## config.mk

```make
export PLATFORM = sky130hd
export DESIGN_NAME = uvrom_mode_dec
export DESIGN_NICKNAME = d
export VERILOG_FILES = /design/src/rtl/uvrom_pkg.sv /design/src/rtl/uvrom_mode_dec.sv
export SDC_FILE = /design/constraint.sdc
export NUM_CORES = 1
export LEC_CHECK = 0
export ABC_CLOCK_PERIOD_IN_PS = 800
export CORE_AREA = 2 2 39 41
export DETAILED_ROUTE_END_ITERATION = 10
export DIE_AREA = 0 0 41 43
export PLACE_DENSITY = 0.5
export SYNTH_ARGS = -nofsm -noshare
export SYNTH_HDL_FRONTEND = slang
export SYNTH_SLANG_ARGS = --single-unit
```

## constraint.sdc

```tcl
create_clock -name vclk -period 0.8
set_input_delay 0.12 -clock vclk [all_inputs]
set_output_delay 0.12 -clock vclk [all_outputs]
set_load 0.01 [all_outputs]
```

## src/rtl/uvrom_pkg.sv

```systemverilog
package uvrom_pkg;

    typedef enum logic [2:0] {
        M_STANDBY,
        M_OUT_OFF,
        M_READ,
        M_IDENT,
        M_PROGRAM,
        M_INHIBIT
    } rom_mode_e;

endpackage

```

## src/rtl/uvrom_mode_dec.sv

```systemverilog
module uvrom_mode_dec
    import uvrom_pkg::*;
#(
    parameter int ADDR_W  = 16,
    parameter int HV_PIN  = 9,
    parameter int SEL_PIN = 0
) (
    input  logic              ce_n,
    input  logic              oe_n,
    input  logic              vpp_hi,
    input  logic              a9_hv,
    input  logic [ADDR_W-1:0] addr,
    output rom_mode_e         mode,
    output logic              id_legal,
    output logic              id_sel
);

    logic [ADDR_W-1:0] others;

    always_comb begin
        if (vpp_hi)      mode = ce_n ? M_INHIBIT : M_PROGRAM;
        else if (ce_n)   mode = M_STANDBY;
        else if (oe_n)   mode = M_OUT_OFF;
        else if (a9_hv)  mode = M_IDENT;
        else             mode = M_READ;
    end

    always_comb begin
        others          = addr;
        others[HV_PIN]  = 1'b0;
        others[SEL_PIN] = 1'b0;
        id_legal        = (others == '0);
        id_sel          = addr[SEL_PIN];
    end

endmodule

```

==> results of run 1 <==
==> stage by stage <==
step / util / power, W / cells
finish: 0.206 / 0.000110 / 49
global placement: 0.215 / 0.000126 / 48
global route: 0.206 / 0.000121 / 49
CTS: 0.183 / 0.0000974 / 49
floorplan: - / 0.0000275 / 12
detailed placement: 0.215 / 0.000127 / 48
==> metal layers <==
| layer | wire length (um) | part of all wire | up-vias |
|---|---|---|---|
| li1 | - | - | 85 |
| met1 | 117 | 0.31 | 74 |
| met2 | 159 | 0.42 | 21 |
| met3 | 98 | 0.26 | 0 |
| met4 | 0 | 0 | 0 |
| met5 | 0 | 0 | - |
==> power groups by stage <==
stage / clock [W] / sequential, W / combinational, W
after floorplan: 0 / 0 / 0.0000275
after global placement: 0 / 0 / 0.000126
after detailed placement: 0 / 0 / 0.000127
after CTS: 0 / 0 / 0.0000974
after global routing: 0 / 0 / 0.000121
final: 0 / 0 / 0.000110
==> logic make-up after synthesis <==
kind of cell	Yosys count
AND/OR/NAND/NOR	9
AO/OA/AOI/OAI	1
buffers and inverters	2
==> worst max-delay path by stage <==
stage / endpoint / slack (ns)
2_1_floorplan: id_legal / 0.08
3_3_place_gp: id_legal / -0.88
3_5_place_dp: id_legal / -0.88
4_1_cts: id_legal / -0.11
5_1_grt: id_legal / -0.13
6_report: id_legal / -0.09
==> timing repair <==
action                     in CTS  in global routing
resized for setup              63                  6
buffers inserted                1                  0
pin swaps                       8                  5
setup endpoints to repair       4                  3
==> layout make-up <==
class	count	area [um2]	share of cell area
repair buffers	23	190	0.667
multi-input cells	10	75.1	0.263
well taps	16	20.0	0.0702
==> placed cells by master, fill, tap and decap left out, drive strengths merged <==
| cell type | count |
|---|---|
| buf | 15 |
| dlygate4sd2 | 4 |
| clkdlybuf4s15 | 4 |
| nor2 | 3 |
| nor4 | 3 |
| or2 | 1 |
| nand2 | 1 |
| o21ai | 1 |
| and4 | 1 |
==> results_dict.tcl, run 1 <==
set metrics [dict create \
    status "finished with violations" \
    violations "negative setup slack" \
    gr-usage-met2 0.0844 \
    hold_slack_ns 0.240 \
    worst-path-stages 4 \
    synthCells 12 \
    fp.coreArea_mm2 0.00138 \
    die_x_um 41 \
    tns_ns -0.0972 \
    setup_violations 2 \
    dp.final_hpwl_um 338 \
    vias_per_cell 3.67 \
    post_drt_wl_per_cell_um 7.65 \
    worst_slew_pin_slew_ns 0.188 \
    hold_buffers 0 \
    critPathLaunchType "primary input" \
    drtAntennaViolNets 0 \
    seq_cells 0 \
    clockPowerShare 0 \
    rsz0062_at_grt "yes" \
    maxSlewHeadroom 0.874 \
    worst_path_largest_cell_delay_ns 0.24 \
    grt_usage 0.0450 \
    drv_cap 0 \
    pin_count 25 \
    clkbuf_count 0 \
    met3_usage 0.0105 \
    drt_iter0_markers 0 \
    end_kind "output pin" \
    path_class "primary input to output pin" \
    grt_max_degree 3 \
    io_buffers 22 \
    pwr-share-comb 1.000 \
    synthAdderAreaFrac 0 \
    mappedNetlistArea_um2 72.6 \
    powerDensity_mw_per_mm2 385 \
    synth_top_family_by_area "simple AND/OR/NAND/NOR gates" \
    intPower_w 0.0000763 \
    seq_area_um2 0 \
    area_growth_pct 293 \
    syn_nets 32 \
    drc 0 \
    slew_violations 0 \
    hold_end "id_sel" \
    grt_util_met1 0.0506 \
    min-delay-start "addr[0]" \
    synthTopCellsByArea "nor4_1, buf_4, nor2_1" \
    worstPathMaxFanout 1 \
    power.switching_w 0.0000334 \
    hold_violations 0 \
    first_pass_iters 1 \
    synth_top_cell_by_area "nor4_1" \
    layout-drive-gt1-share 0.606 \
    crit_family "simple AND/OR/NAND/NOR gates" \
    ir_worst_vdd_mv 0.0877 \
    ys_top_cells_by_count "nor2_1, nor4_1, buf_4" \
    synth_xor_area_frac 0 \
    overflow 0 \
    hold_path_depth 0 \
    fillers 162 \
    yosysTopAreaCellShare 0.259 \
    crit_buf_inv 2 \
    nets 55 \
    worstPathRequired_ns 0.68 \
    fin_area_um2 285 \
    gp_congestion 0.567 \
    seqPwrFrac 0 \
    synthSimpleGateAreaFrac 0.672 \
    antenna_found_initial 0 \
    grt_pass1_wl_um 593 \
    setup_slack_ns -0.0944 \
    grt_pass1_vias 180 \
    n_antenna_cell 0 \
    place_area_um2 298 \
    chipHeight_um 43 \
    post_synth_num_cell_types 7 \
    post-place-ws_ns -0.879 \
    wl_um 375 \
    rows 14 \
    yosysSeqAreaShare 0 \
    vias 180 \
    p_sw_frac 0.305 \
    p_leak_nw 0.135 \
    fmax_mhz 1120 \
    hp-class "primary input to output pin" \
    avgSynthCellArea_um2 6.05 \
    start_util 0.0524 \
    crit_start "addr[13]" \
    synth_compound_area_frac 0.121 \
    muxShareOfSynthArea 0 \
    grt_busiest_layer "met2" \
    finalCriticalPeriod_ns 0.894 \
    die_area_mm2 0.00176 \
    ys_warn_count 0 \
    worstPathCellList "buf_6, nor4_2, and4_1, buf_2" \
    crit_arrival_ns 0.77 \
    critPathSlowestCell "nor4_2" \
    fin_crit_sh 1.12 \
]
Power figures use the tool's default switching activity.
==> inputs of run 2 (changes only) <==
- ABC_CLOCK_PERIOD_IN_PS: 800 -> 910
- CAP_MARGIN: default -> 0
- PLACE_DENSITY: 0.5 -> 0.48
- SLEW_MARGIN: default -> 20
- clock period: 0.8 -> 0.91 ns (I/O delays scaled with it)
==> results_dict.tcl, run 2 (synthesis results as in run 1) <==
set metrics [dict create \
    seq_cells 0 \
    p_leak_nw 0.129 \
    fin_crit_sh 1.03 \
    hold_slack_ns 0.273 \
    end_kind "output pin" \
    cts_setup_buffers 0 \
    ir_worst_vdd_mv 0.0770 \
    chipHeight_um 43 \
    hold_violations 0 \
    vias_per_cell 3.65 \
    wl_um 388 \
    dp_cells 48 \
    die_x_um 41 \
    overflow 0 \
    powerDensity_mw_per_mm2 337 \
    crit_buf_inv 2 \
    gp_congestion 0.543 \
    setup_slack_ns -0.0279 \
    hp-class "primary input to output pin" \
    hold_path_depth 0 \
    finalNonFillerCells 48 \
    finalCriticalPeriod_ns 0.938 \
    post_drt_wl_per_cell_um 8.08 \
    first_pass_iters 1 \
    drc 0 \
    rsz0062_at_grt "yes" \
    path_class "primary input to output pin" \
    n_antenna_cell 0 \
    pin_count 25 \
    worstPathMaxFanout 1 \
    clkbuf_count 0 \
    antenna_found_initial 0 \
    drt_iter0_markers 0 \
    fmax_mhz 1070 \
    violations "negative setup slack" \
    critPathLaunchType "primary input" \
    layout-drive-gt1-share 0.625 \
    nets 54 \
    status "finished with violations" \
    grt_usage 0.0450 \
    fp.coreArea_mm2 0.00138 \
    maxSlewHeadroom 0.880 \
    start_util 0.0524 \
    crit_arrival_ns 0.80 \
    worst_path_largest_cell_delay_ns 0.24 \
    crit_family "simple AND/OR/NAND/NOR gates" \
    final_common_cell "buf_2" \
    die_area_mm2 0.00176 \
    grt_pass1_wl_um 593 \
    rows 14 \
    hold_buffers 0 \
    worstPathCellList "buf_6, nor4_4, and4_1, buf_2" \
    slew_violations 0 \
    io_buffers 22 \
    area_growth_pct 274 \
    grt_max_degree 4 \
    critPathSlowestCell "nor4_4" \
    mostFrequentLayoutCells "buf_2, dlygate4sd2_1, buf_6, nor2_1" \
    vias 175 \
    setup_violations 1 \
    grt_pass1_vias 183 \
    post-place-ws_ns -0.773 \
    hold_end "id_sel" \
    worst_slew_pin_slew_ns 0.178 \
    drv_cap 0 \
    seq_area_um2 0 \
    worstPathRequired_ns 0.77 \
    crit_start "addr[1]" \
    p_total_w 0.0000915 \
    min-delay-start "addr[0]" \
    drtAntennaViolNets 0 \
]
run 2: changes by cell type in the layout (fill, tap and decap cells not counted), sizes merged:
cell and delta:
dlygate4sd2 +1, buf -1, clkbuf +1, clkdlybuf4s15 -2
run 2: timing repair:
action | in CTS | in global routing
endpoints found under the hold margin | 0 | 0
pin swaps | 8 | 2
cloned | 0 | 0
resized for setup | 64 | 4
setup endpoints to repair | 4 | 1
run 2: worst max-delay path by stage:
stage | endpoint | cells after the start
6_report | id_legal | 4
5_1_grt | id_legal | 4
4_1_cts | id_legal | 4
3_5_place_dp | mode[0] | 4
3_3_place_gp | id_legal | 4
2_1_floorplan | id_legal | 2
run 2: final cells by class:
class,instances,area (um2)
timing repair buffer,22,164
fill,168,1110
multi-input combinational,10,87.6
tap,16,20.0
run 2: through the flow:
step | instance area, um2 | utilization | setup TNS [ns]
floorplan | 72.6 | - | 0
global placement | 298 | 0.215 | -2.67
detailed placement | 298 | 0.215 | -2.65
CTS | 255 | 0.184 | -0.0303
global route | 272 | 0.196 | -0.0725
finish | 272 | 0.196 | -0.0279
run 2: report_power, final:
part           leakage [nW]  switching, W  internal, W
registers                 0             0            0
logic                 0.129     0.0000325    0.0000590
clock network             0             0            0
total                 0.129     0.0000325    0.0000590
run 2: metal layers:
layer	share of wire	GRT usage
met1	0.40	0.0443
met4	0	0
met2	0.40	0.0906
met5	0	0
met3	0.20	0.0105
==> inputs of run 3 (changes only) <==
--- a/config.mk
+++ b/config.mk
@@ -7,2 +7,3 @@
 export LEC_CHECK = 0
+export ABC_AREA = 1
 export ABC_CLOCK_PERIOD_IN_PS = 910
@@ -12,3 +13,4 @@
 export DIE_AREA = 0 0 41 43
-export PLACE_DENSITY = 0.48
+export GPL_ROUTABILITY_DRIVEN = 0
+export PLACE_DENSITY = 0.52
 export SLEW_MARGIN = 20
==> constraint.sdc (replaced) <==
create_clock -name vclk -period 0.91
set_input_delay 0.1365 -clock vclk [all_inputs]
set_output_delay 0.1365 -clock vclk [all_outputs]
set_load 0.02 [all_outputs]
==> results_dict.tcl, run 3 <==
set metrics [dict create \
    status "completed" \
    mappedNetlistArea_um2 115 \
    powerDensity_mw_per_mm2 332 \
    ir_worst_vdd_mv 0.0642 \
    slew_violations 0 \
    seq_cells 0 \
    tns_ns 0 \
    fmax_mhz 1220 \
    synthSimpleGateAreaFrac 0.565 \
    hold_slack_ns 0.273 \
    io_buffers 22 \
    syn_nets 47 \
    ys_warn_count 0 \
    n_antenna_cell 0 \
    hold_violations 0 \
    vias_per_cell 3.17 \
    antenna_found_initial 0 \
    vias 200 \
    first_pass_iters 1 \
    dp.final_hpwl_um 318 \
    overflow 0 \
    ys_top_cells_by_count "inv_1, nand2_1, nor2_1" \
    seq_area_um2 0 \
    setup_violations 0 \
    fillers 168 \
    drtAntennaViolNets 0 \
    fin_crit_sh 0.901 \
    crit_arrival_ns 0.68 \
    grt_usage 0.0420 \
    wl_um 381 \
    hold_buffers 0 \
    synth_compound_area_frac 0.0435 \
    layout-drive-gt1-share 0.404 \
    pin_count 25 \
    grt_pass1_wl_um 558 \
    grt_max_degree 5 \
    hp-class "primary input to output pin" \
    maxSlewHeadroom 0.867 \
    post_drt_wl_per_cell_um 6.05 \
    nets 69 \
    synthCells 27 \
    rsz0062_at_grt "no" \
    synth_top_cell_by_area "inv_1" \
    worstPathRequired_ns 0.77 \
    worstPathMaxFanout 1 \
    muxShareOfSynthArea 0 \
    dp_cells 63 \
    die_area_mm2 0.00176 \
    rows 14 \
    chipHeight_um 43 \
    path_class "primary input to output pin" \
    grt_pass1_vias 160 \
    clkbuf_count 0 \
    drv_cap 0 \
    mostFrequentLayoutCells "clkbuf_2, inv_1, nand2_1, nor2_1, clkdlybuf4s15_1" \
    post_synth_num_cell_types 8 \
    die_x_um 41 \
    area_growth_pct 127 \
    yosysTopAreaCellShare 0.261 \
    critPathLaunchType "primary input" \
    finalCriticalPeriod_ns 0.820 \
    yosysSeqAreaShare 0 \
    start_util 0.0832 \
    cts_setup_buffers 0 \
    drt_iter0_markers 0 \
    synthAdderAreaFrac 0 \
    yosysMostFrequentCell "inv_1" \
    end_kind "output pin" \
    drc 0 \
    synth_top_family_by_area "simple AND/OR/NAND/NOR gates" \
    avgSynthCellArea_um2 4.26 \
    finalNonFillerCells 63 \
    p_leak_nw 0.170 \
    final_common_cell "clkbuf_2" \
    fp.coreArea_mm2 0.00138 \
    worst_slew_pin_slew_ns 0.200 \
    synth_xor_area_frac 0 \
    synthTopCellsByArea "inv_1, nand2_1, nor2_1" \
]
## run 3: cell types whose count changed after synthesis, sizes merged
cell,previous run,this run
or2,1,0
nor4,3,0
inv,0,8
nor2,3,7
nor3,0,1
and4,1,0
nand2,1,7
nand3,0,1
## run 3: worst max-delay path: stages
cell and delay, ns:
dlygate4sd2_1 0.23, o21ai_1 0.12, nand2_1 0.07, buf_6 0.13
## run 3: kinds of logic (layout without fill, tap and decap cells)
kind of cell,Yosys count,after routing
simple gates,16,16
compound gates,1,1
buf+inv,10,30
## run 3: path summary, 6_finish.rpt
check / from / end / slack (ns) / cells past startpoint
min: addr[0] / id_sel / 0.27 / 0
max: a9_hv / mode[0] / 0.09 / 4
## run 3: layout make-up
class	count	area, um2	area share
Timing Repair Buffer	22	141	0.541
Multi-Input combinational cell	17	70.1	0.268
Inverter	8	30.0	0.115
Tap cell	16	20.0	0.0766
## run 3: repair_timing
| action | in CTS | in global routing |
|---|---|---|
| hold endpoints to repair | 0 | 0 |
| pin swaps | 13 | 15 |
| resized for setup | 38 | 32 |
| setup endpoints to repair | 4 | 3 |
## run 3: per-layer routing
layer  wire length (um)  track usage  vias to the layer above
met3                103       0.0105                        0
met4                  0            0                        0
met2                128       0.0688                       22
met5                  0            0                        -
li1                   -            -                      114
met1                149       0.0570                       64
## run 3: per-stage QoR
step / setup WS (ns) / util / total power [W] / instance area [um2]
after floorplan: 0.140 / - / 0.0000395 / 115
after global placement: -0.694 / 0.246 / 0.000124 / 340
after detailed placement: -0.695 / 0.246 / 0.000124 / 340
after CTS: -0.0860 / 0.228 / 0.0000964 / 315
after global routing: 0.0403 / 0.189 / 0.0000980 / 262
final: 0.0904 / 0.189 / 0.0000867 / 262
## run 3: power breakdown
| group | internal, W | switching [W] | leakage, nW |
|---|---|---|---|
| Combinational | 0.0000498 | 0.0000369 | 0.170 |
| Clock | 0 | 0 | 0 |
| Sequential | 0 | 0 | 0 |
| Total | 0.0000498 | 0.0000369 | 0.170 |
